$ cat src/rtl/simd_lane_alu.sv
module simd_lane_alu (
  input  logic        clk,
  input  logic        rst_n,
  input  logic        in_valid,
  input  logic [1:0]  mode,
  input  logic [2:0]  op,
  input  logic [35:0] src_a,
  input  logic [35:0] src_b,
  output logic        out_valid,
  output logic [35:0] result
);
  localparam logic [2:0] OP_ADD = 3'd0, OP_SUB = 3'd1, OP_AND = 3'd2, OP_OR = 3'd3,
                         OP_XOR = 3'd4, OP_EQ = 3'd5, OP_LT = 3'd6, OP_MUL = 3'd7;

  logic [31:0] a_dat, b_dat;
  always_comb
    for (int k = 0; k < 4; k++) begin
      a_dat[8*k +: 8] = src_a[9*k +: 8];
      b_dat[8*k +: 8] = src_b[9*k +: 8];
    end

  logic        v1;
  logic [1:0]  m1;
  logic [2:0]  op1;
  logic [31:0] a1, b1;
  always_ff @(posedge clk)
    if (!rst_n) begin
      v1 <= 1'b0; m1 <= '0; op1 <= '0; a1 <= '0; b1 <= '0;
    end else begin
      v1 <= in_valid;
      if (in_valid) begin
        m1 <= mode; op1 <= op; a1 <= a_dat; b1 <= b_dat;
      end
    end

  wire is8  = m1[1];
  wire is16 = (m1 == 2'b01);
  wire [3:0] first = {is8, is8 | is16, is8, 1'b1};
  wire [3:0] last  = {1'b1, is8, is8 | is16, is8};
  wire sub_n = (op1 == OP_SUB) || (op1 == OP_LT);

  logic [31:0] sum;
  logic [3:0]  co, eqv, lt;
  always_comb begin : chain
    logic c, er;
    logic [8:0] s;
    logic [7:0] bb;
    c = 1'b0; er = 1'b0;
    for (int k = 0; k < 4; k++) begin
      bb = sub_n ? ~b1[8*k +: 8] : b1[8*k +: 8];
      s  = {1'b0, a1[8*k +: 8]} + {1'b0, bb} + {8'd0, first[k] ? sub_n : c};
      sum[8*k +: 8] = s[7:0];
      c  = s[8];
      co[k] = c;
      er = (first[k] ? 1'b1 : er) & (a1[8*k +: 8] == b1[8*k +: 8]);
      eqv[k] = er;
      lt[k] = (a1[8*k+7] ^ b1[8*k+7]) ? a1[8*k+7] : s[7];
    end
  end

  logic [15:0] pp [4][4];
  always_comb
    for (int i = 0; i < 4; i++)
      for (int j = 0; j < 4; j++)
        pp[i][j] = a1[8*i +: 8] * b1[8*j +: 8];

  logic [31:0] p32, p16, p8;
  always_comb begin
    p32 = '0;
    for (int i = 0; i < 4; i++)
      for (int j = 0; j < 4; j++)
        if (i + j < 4) p32 = p32 + (32'(pp[i][j]) << (8 * (i + j)));
    p16[15:0]  = pp[0][0] + {pp[0][1][7:0] + pp[1][0][7:0], 8'h00};
    p16[31:16] = pp[2][2] + {pp[2][3][7:0] + pp[3][2][7:0], 8'h00};
    for (int k = 0; k < 4; k++) p8[8*k +: 8] = pp[k][k][7:0];
  end

  logic [31:0] d;
  logic [3:0]  f;
  always_comb begin
    d = '0; f = '0;
    case (op1)
      OP_ADD: begin d = sum; f = co & last; end
      OP_SUB: begin d = sum; f = ~co & last; end
      OP_AND: d = a1 & b1;
      OP_OR:  d = a1 | b1;
      OP_XOR: d = a1 ^ b1;
      OP_EQ:  f = eqv & last;
      OP_LT:  f = lt & last;
      default: d = is8 ? p8 : (is16 ? p16 : p32);
    endcase
  end

  logic [35:0] res_n;
  always_comb
    for (int k = 0; k < 4; k++) res_n[9*k +: 9] = {f[k], d[8*k +: 8]};

  always_ff @(posedge clk)
    if (!rst_n) begin
      out_valid <= 1'b0; result <= '0;
    end else begin
      out_valid <= v1;
      if (v1) result <= res_n;
    end

  assert_valid_follow_R9: assert property (@(posedge clk) disable iff (!rst_n)
    v1 |=> out_valid);
  assert_valid_source_R9: assert property (@(posedge clk) disable iff (!rst_n)
    out_valid |-> $past(v1));
  assert_hold_R10: assert property (@(posedge clk) disable iff (!rst_n)
    !v1 |=> $stable(result));
  assert_cmp_data_zero_R6: assert property (@(posedge clk) disable iff (!rst_n)
    (v1 && (op1 == OP_EQ || op1 == OP_LT)) |=>
    ({result[34:27], result[25:18], result[16:9], result[7:0]} == 32'd0));
  assert_unused_flag_R2: assert property (@(posedge clk) disable iff (!rst_n)
    (v1 && m1 == 2'b00) |=> (result[26] == 1'b0 && result[17] == 1'b0 && result[8] == 1'b0));
  assert_logic_flag_R5: assert property (@(posedge clk) disable iff (!rst_n)
    (v1 && (op1 == OP_AND || op1 == OP_OR || op1 == OP_XOR || op1 == OP_MUL)) |=>
    ({result[35], result[26], result[17], result[8]} == 4'd0));
endmodule

$ cat config.mk
export PLATFORM = sky130hd
export DESIGN_NAME = simd_lane_alu
export DESIGN_NICKNAME = d
export VERILOG_FILES = /design/src/rtl/simd_lane_alu.sv
export SDC_FILE = /design/constraint.sdc
export NUM_CORES = 2
export LEC_CHECK = 0
export BUFFER_PORTS_ARGS = -buffer_cell sky130_fd_sc_hd__buf_2
export CAP_MARGIN = 20
export CORE_UTILIZATION = 30
export CTS_CLUSTER_DIAMETER = 80
export CTS_CLUSTER_SIZE = 25
export DETAILED_ROUTE_END_ITERATION = 16
export PLACE_DENSITY_LB_ADDON = 0.15
export RECOVER_POWER = 50
export SYNTH_ARGS = -nofsm -noshare
export SYNTH_HDL_FRONTEND = slang
export SYNTH_SLANG_ARGS = --single-unit
$ cat constraint.sdc
create_clock -name clk -period 8.84 [get_ports clk]
set_clock_uncertainty 0.05 [all_clocks]
set_input_delay 1.326 -clock clk [delete_from_list [all_inputs] [get_ports clk]]
set_output_delay 1.326 -clock clk [all_outputs]
set_load 0.005 [all_outputs]
# After elaboration in Yosys (flattened, before gate mapping)

Index checks and enable logic that the tools add are counted.

Add/subtract/negate cells: 21
$mul: 14
Equal/unequal tests: 11
Mux-type cells: 18
Bitwise gates (word level): 20
Reduce and logical (&&, ||, !) cells: 4

Operators by type and width:

| cell                                                                  | number |
|---|---|
| 32-bit adder                                                          | 6 |
| 32-bit case mux with 5 select lines                                   | 1 |
| 8-bit by 8-bit multiplier with 16-bit output                          | 7 |
| 32-bit two-way mux                                                    | 2 |
| 8-bit by 8-bit multiplier with 8-bit output                           | 7 |
| 8-bit by 8-bit adder with 9-bit output                                | 4 |
| 9-bit by 1-bit adder with 9-bit output                                | 4 |
| 16-bit adder                                                          | 2 |
| 25-bit by 32-bit adder with 32-bit output                             | 1 |
| 32-bit by 24-bit adder with 32-bit output                             | 1 |
| 32-bit bitwise AND                                                    | 1 |
| 8-bit equality test                                                   | 4 |
| 8-bit two-way mux                                                     | 4 |
| 8-bit NOT                                                             | 4 |
| 32-bit bitwise OR                                                     | 1 |
| 32-bit XOR                                                            | 1 |
| 16-bit by 24-bit adder with 25-bit output                             | 1 |
| 8-bit adder                                                           | 2 |
| 4-bit bitwise AND                                                     | 4 |
| 4-bit case mux with 4 select lines                                    | 1 |
| 1-bit two-way mux                                                     | 10 |
| 3-bit equality test, second input constant                            | 3 |
| 3-bit by 2-bit equality test with 1-bit output, second input constant | 2 |
| 4-bit NOT                                                             | 1 |
| other kinds (8)                                                       | 14 |

Bits in registers: 107
Input port bits: 80
Output and inout port bits: 37
Word-level logic and storage cells: 95

# Logic depth before layout (Yosys ltp)

Depth after elaboration: 14
Depth in mapped cells: 42
Gate-level depth less buffers: 40

# Worst setup path after synthesis

OpenSTA, ideal clock, no wires.

Path type: register -> register
Start point: reg op1[2]
End point: reg result[35]
Library setup time: 126 ps
Data arrival time: 9191 ps
Data required time: 8664 ps
Path slack: -527 ps
Stages on the path, launching flop included: 43
Path buffers: 2
Period minus slack after synthesis: 9367 ps
Cell sequence: dfxtp_1 > buf_2 > and3b_1 > nor2_1 > clkbuf_1 > xnor2_1 > fa_1 > a21o_1 > a21o_1 > a21o_1 > a21oi_1 > o21bai_1 > a21oi_1 > mux2i_1 > fa_1 > fa_1 > a21o_1 > a21o_1 > [... 7 more ...] > a21o_1 > a21oi_1 > o21bai_1 > a21oi_1 > o21bai_1 > a21oi_1 > mux2i_1 > fa_1 > fa_1 > a21o_1 > a21oi_1 > o21bai_1 > a21oi_1 > o21bai_1 > a21oi_1 > xnor2_1 > a21oi_1 > o21ai_0

Word-level cells in the longest chain between the ends: 14
Elaborated cells between the ends (all ways): 26
Those cells by class: add/sub (8); eq/ne (3); mux (9); bitwise (4); reduce/logical (2)

Ends and longest elaborated chain:

| item                                                                                  | line   | RTL |
|---|---|---|
| start: declaration                                                                    | 24     | `logic [2:0] op1;` |
| start signal: assignment                                                              | 32     | `m1 <= mode; op1 <= op; a1 <= a_dat; b1 <= b_dat;` |
| 3-bit by 1-bit equality test with 1-bit output or 3-bit equality test (tied branches) | 40, 82 |  |
| 1-bit logical OR                                                                      | 40     | `wire sub_n = (op1 == OP_SUB) \|\| (op1 == OP_LT);` |
| 8-bit two-way mux                                                                     | 50     | `bb = sub_n ? ~b1[8*k +: 8] : b1[8*k +: 8];` |
| 8-bit by 8-bit adder with 9-bit output                                                | 51     | `s = {1'b0, a1[8*k +: 8]} + {1'b0, bb} + {8'd0, first[k] ? sub_n : c};` |
| 9-bit by 1-bit adder with 9-bit output                                                | 51     |  |
| 1-bit two-way mux                                                                     | 51     |  |
| 9-bit by 1-bit adder with 9-bit output                                                | 51     |  |
| 1-bit two-way mux                                                                     | 51     |  |
| 9-bit by 1-bit adder with 9-bit output                                                | 51     |  |
| 1-bit two-way mux                                                                     | 51     |  |
| 9-bit by 1-bit adder with 9-bit output                                                | 51     |  |
| 1-bit two-way mux or 4-bit NOT (tied branches)                                        | 57, 84 |  |
| 4-bit bitwise AND (on tied branches)                                                  | 89, 84 |  |
| 4-bit case mux with 4 select lines (*)                                                | 82     | `case (op1)` |
| end signal: assignment                                                                | 103    | `if (v1) result <= res_n;` |
| end: declaration                                                                      | 10     | `output logic [35:0] result` |

Every way passes the cells marked *; elsewhere a longest branch is shown, timed or not.
A chain may end at the register's enable or synchronous reset.

# Final worst setup path

Start point: reg a1[2]
End point: reg result[29]

Word-level cells in the longest chain between the ends: 13
Elaborated cells between the ends (all ways): 24
Those cells by class: add/sub (14); mul (4); mux (6)

Ends and longest elaborated chain:

| item                                         | line | RTL |
|---|---|---|
| start: declaration                           | 25   | `logic [31:0] a1, b1;` |
| start signal: assignment                     | 32   |  |
| 8-bit by 8-bit multiplier with 16-bit output | 65   | `pp[i][j] = a1[8*i +: 8] * b1[8*j +: 8];` |
| 16-bit by 24-bit adder with 25-bit output    | 72   | `if (i + j < 4) p32 = p32 + (32'(pp[i][j]) << (8 * (i + j)));` |
| 25-bit by 32-bit adder with 32-bit output    | 72   |  |
| 32-bit adder                                 | 72   |  |
| 32-bit by 24-bit adder with 32-bit output    | 72   |  |
| 32-bit adder (5 in series)                   | 72   |  |
| 32-bit two-way mux (2 in series)             | 90   | `default: d = is8 ? p8 : (is16 ? p16 : p32);` |
| 32-bit case mux with 5 select lines (*)      | 82   |  |

Marks and branches as above.

==> out/results.tsv <==
metric	value	unit
outcome	finished with violations	
violations	max-capacitance violations, max-slew violations	
core_area	103000	um2
via_count	27000	
synth_area	31300	um2
grt_pass1_vias	27500	
hp-class	reg2reg	
maxCapViolations	1	
post_drt_wl_per_cell	22.8	um
dr.pass1.iters	5	
die-area	106000	um2
worstMarginPinSlew	2.29	ns
rrSetupSlack	0.11	ns
layout-drive-gt1-share	16.7	%
rsz0062_at_grt	yes	
hold_viol	0	
ys_seq_area_share	6.85	%
max-vdd-ir-drop	100	uV
max_stage_delay	0.56	ns
htreeDepth	3	
stdcell_count	5547	
chipHeight	325	um
cts.sinks	107	
p_switching	1.69	mW
final_area	37300	um2
synth_enable_flop_cells	0	
placed_cell_area	36100	um2
switching_share	50.3	%
path_buf_inv	9	
cp_max_fo	5	
clk_pin_slew	0.11	ns
finalWirelength	126	mm
r2r-start	a1[2]$_SDFFE_PN0P_	
wl_met2	56.9	mm
ys_types	70	
pwr-share-seq	16.3	%
path_delay_family	adder cells	
cts_buffers	9	
min_period_over_period	98.7	%
highest_layer	met4	
ys_warn_count	0	
postSynthAreaPerCell	8.26	um2
synthFlopType	dfxtp_1	
grt_util_all_layers	24.0	%
netlist_instances	3789	
clk_path_buf_depth	2	
hold_path_depth	2	
die_x	325	um
syn_nets	4824	
viasPerCell	4.86	
grt_max_degree	57	
ant_nets	0	
cts_root_buf	clkbuf_16	
slew_violations	57	
slowest_stage	fa_1	
critical_path_arrival	9.04	ns
gp_congestion	0.933	
drc	0	
yosys.area.top_type	fa_1	
drtIter0Drc	2059	
critical_path_class	reg2reg	
required	9.15	ns
synthArstFlopShare	0	%
critPathCaptureType	flip-flop	
powerDensity	90.2	nW/um2
tritoncts	built	
dp_cells	5514	
min_period	8.73	ns
r2r_cells	38	
fill_cells	10900	
ys_top_cells_by_area	fa_1 (27%), ha_1 (21%), inv_1 (7.8%)	
areaGrowthSynthToFinish	19.2	%
power_leakage	19.2	nW
ios	117	
pwr-share-clk	14.2	%
grt_pass1_wl	185	mm
min_to	result[26]$_SDFFE_PN0P_	
numPortBuffers	108	
worst_path_most_repeated_cell	fa_1	
wl_met1	58.3	mm
fin_util	36.0	%
wl_met3	6.82	mm
min_from	result[26]$_SDFFE_PN0P_	
hpwl	104	mm
antenna_found_initial	3	
diodes	0	
postCtsHoldBufs	0	
finalSetupViolCount	0	
timing.rr.end	result[29]$_SDFFE_PN0P_	
grt-ovfl-total	0	
internal-power	1.67	mW
synth_top_area_share	26.9	%
power_frac_comb	69.4	%
max_freq	115	MHz
ys_ff_latch	107	
fin_nets	5197	
rows	118	
start_util	30.2	%
cp-start-kind	flip-flop	
relSlewSlack	-52.4	%
clock_latency	0.42	ns
## per-layer routing
metal | vias to the layer above | track usage, %
li1 | 12600 | -
met1 | 13400 | 33.8
met2 | 820 | 39.0
met3 | 155 | 1.96
met4 | 0 | 6.81
met5 | - | 0
## worst min-delay path, stage by stage (launching register included)
cell and delay (ns):
dfxtp_1 0.32, nand2_1 0.05, nand2_1 0.04
## registers in the layout, summed over array words and instances, names as in the netlist
register,count
out_valid,1
result,36
m1,2
a1,32
v1,1
b1,32
op1,3
## power by group through the flow
stage / logic, mW / registers (mW) / clock network [mW]
after global placement: 2.17 / 0.558 / 0
after CTS: 2.22 / 0.547 / 0.487
after global routing: 2.52 / 0.552 / 0.497
after detailed placement: 2.16 / 0.557 / 0
final: 2.34 / 0.549 / 0.479
after floorplan: 1.23 / 0.547 / 0
## timing repair
action / 4_1_cts / 5_1_grt
gates resized for setup: 43 / 164
buffers inserted: 1 / 16
pin swaps: 9 / 56
endpoints found under the setup margin: 11 / 15
## cell usage after synthesis (all sizes together), types with 4 or more instances
| cell type | n |
|---|---|
| a211oi | 10 |
| a21boi | 5 |
| a21o | 56 |
| a21oi | 158 |
| a221o | 4 |
| a221oi | 19 |
| a31oi | 7 |
| a41oi | 5 |
| buf | 54 |
| clkbuf | 125 |
| clkinv | 16 |
| dfxtp | 107 |
| fa | 420 |
| ha | 535 |
| inv | 658 |
| mux2i | 93 |
| nand2 | 357 |
| nand2b | 15 |
| nand3 | 9 |
| nor2 | 487 |
| nor2b | 102 |
| nor3 | 24 |
| nor4 | 10 |
| o211ai | 14 |
| o21a | 19 |
| o21ai | 82 |
| o21bai | 32 |
| o22ai | 4 |
| o31ai | 6 |
| o41ai | 4 |
| or2 | 4 |
| or3 | 9 |
| xnor2 | 227 |
| xor2 | 66 |
## worst max path at each step
stage / slack (ns) / to / cells past startpoint / startpoint
after floorplan: 0.04 / result[35]$_SDFFE_PN0P_ / 42 / op1[2]$_SDFFE_PN0P_
after global placement: -0.31 / result[30]$_SDFFE_PN0P_ / 39 / a1[2]$_SDFFE_PN0P_
after detailed placement: -0.34 / result[30]$_SDFFE_PN0P_ / 36 / a1[2]$_SDFFE_PN0P_
after CTS: 0.0005 / result[29]$_SDFFE_PN0P_ / 39 / b1[2]$_SDFFE_PN0P_
after global routing: -0.18 / result[29]$_SDFFE_PN0P_ / 38 / a1[0]$_SDFFE_PN0P_
final: 0.11 / result[29]$_SDFFE_PN0P_ / 38 / a1[2]$_SDFFE_PN0P_
## cell families after synthesis
logic type / after synthesis / share of synthesized area [%]
AOI/OAI and AO/OA: 454 / 9.26
xor gates and xnor gates: 295 / 8.37
adders and majority gates: 955 / 48.3
buffers and inverters: 853 / 10.5
DFF: 107 / 6.85
muxes: 93 / 2.98
and+or+nand+nor: 1032 / 13.8
## layout by cell type (no fill, tap or decap), types with 10 or more instances in the layout
cell type and count:
nor2b_1 101, fa_2 17, xnor2_1 216, nor2_1 472, nand2b_1 15, nor2_2 13
a221oi_1 17, fa_1 403, o211ai_1 14, o21a_1 19, a21oi_2 28, mux2i_1 91
clkbuf_1 28, a21o_1 56, buf_12 13, o21ai_1 14, xor2_1 64, nor3_1 24
nand2_1 355, ha_1 522, inv_2 18, inv_1 636, xnor2_2 10, buf_4 399
dfxtp_2 16, o21ai_0 63, a21oi_1 130, dfxtp_1 85, buf_6 18, o21bai_1 29
buf_2 80, clkinv_1 15, ha_4 11
## area by class of cell
type / count / area (um2) / share of cell area, %
Clock buffer: 10 / 239 / 0.641
Tap cell: 1380 / 1730 / 4.63
Timing Repair Buffer: 541 / 4010 / 10.8
Clock inverter: 6 / 62.6 / 0.168
Inverter: 674 / 2540 / 6.83
Sequential cell: 107 / 2180 / 5.86
Multi-Input combinational cell: 2829 / 26500 / 71.1
## metrics by stage
| step | total power, mW | hold slack, ns | setup WS [ns] | TNS (ns) |
|---|---|---|---|---|
| detailed placement | 2.72 | 0.384 | -0.343 | -2.15 |
| CTS | 3.25 | 0.405 | 0.000488 | 0 |
| global placement | 2.73 | 0.387 | -0.311 | -1.79 |
| finish | 3.36 | 0.405 | 0.114 | 0 |
| floorplan | 1.78 | 0.385 | 0.0419 | 0 |
| global route | 3.57 | 0.426 | -0.175 | -0.479 |
Note: power is estimated with default switching activity, not from simulation.
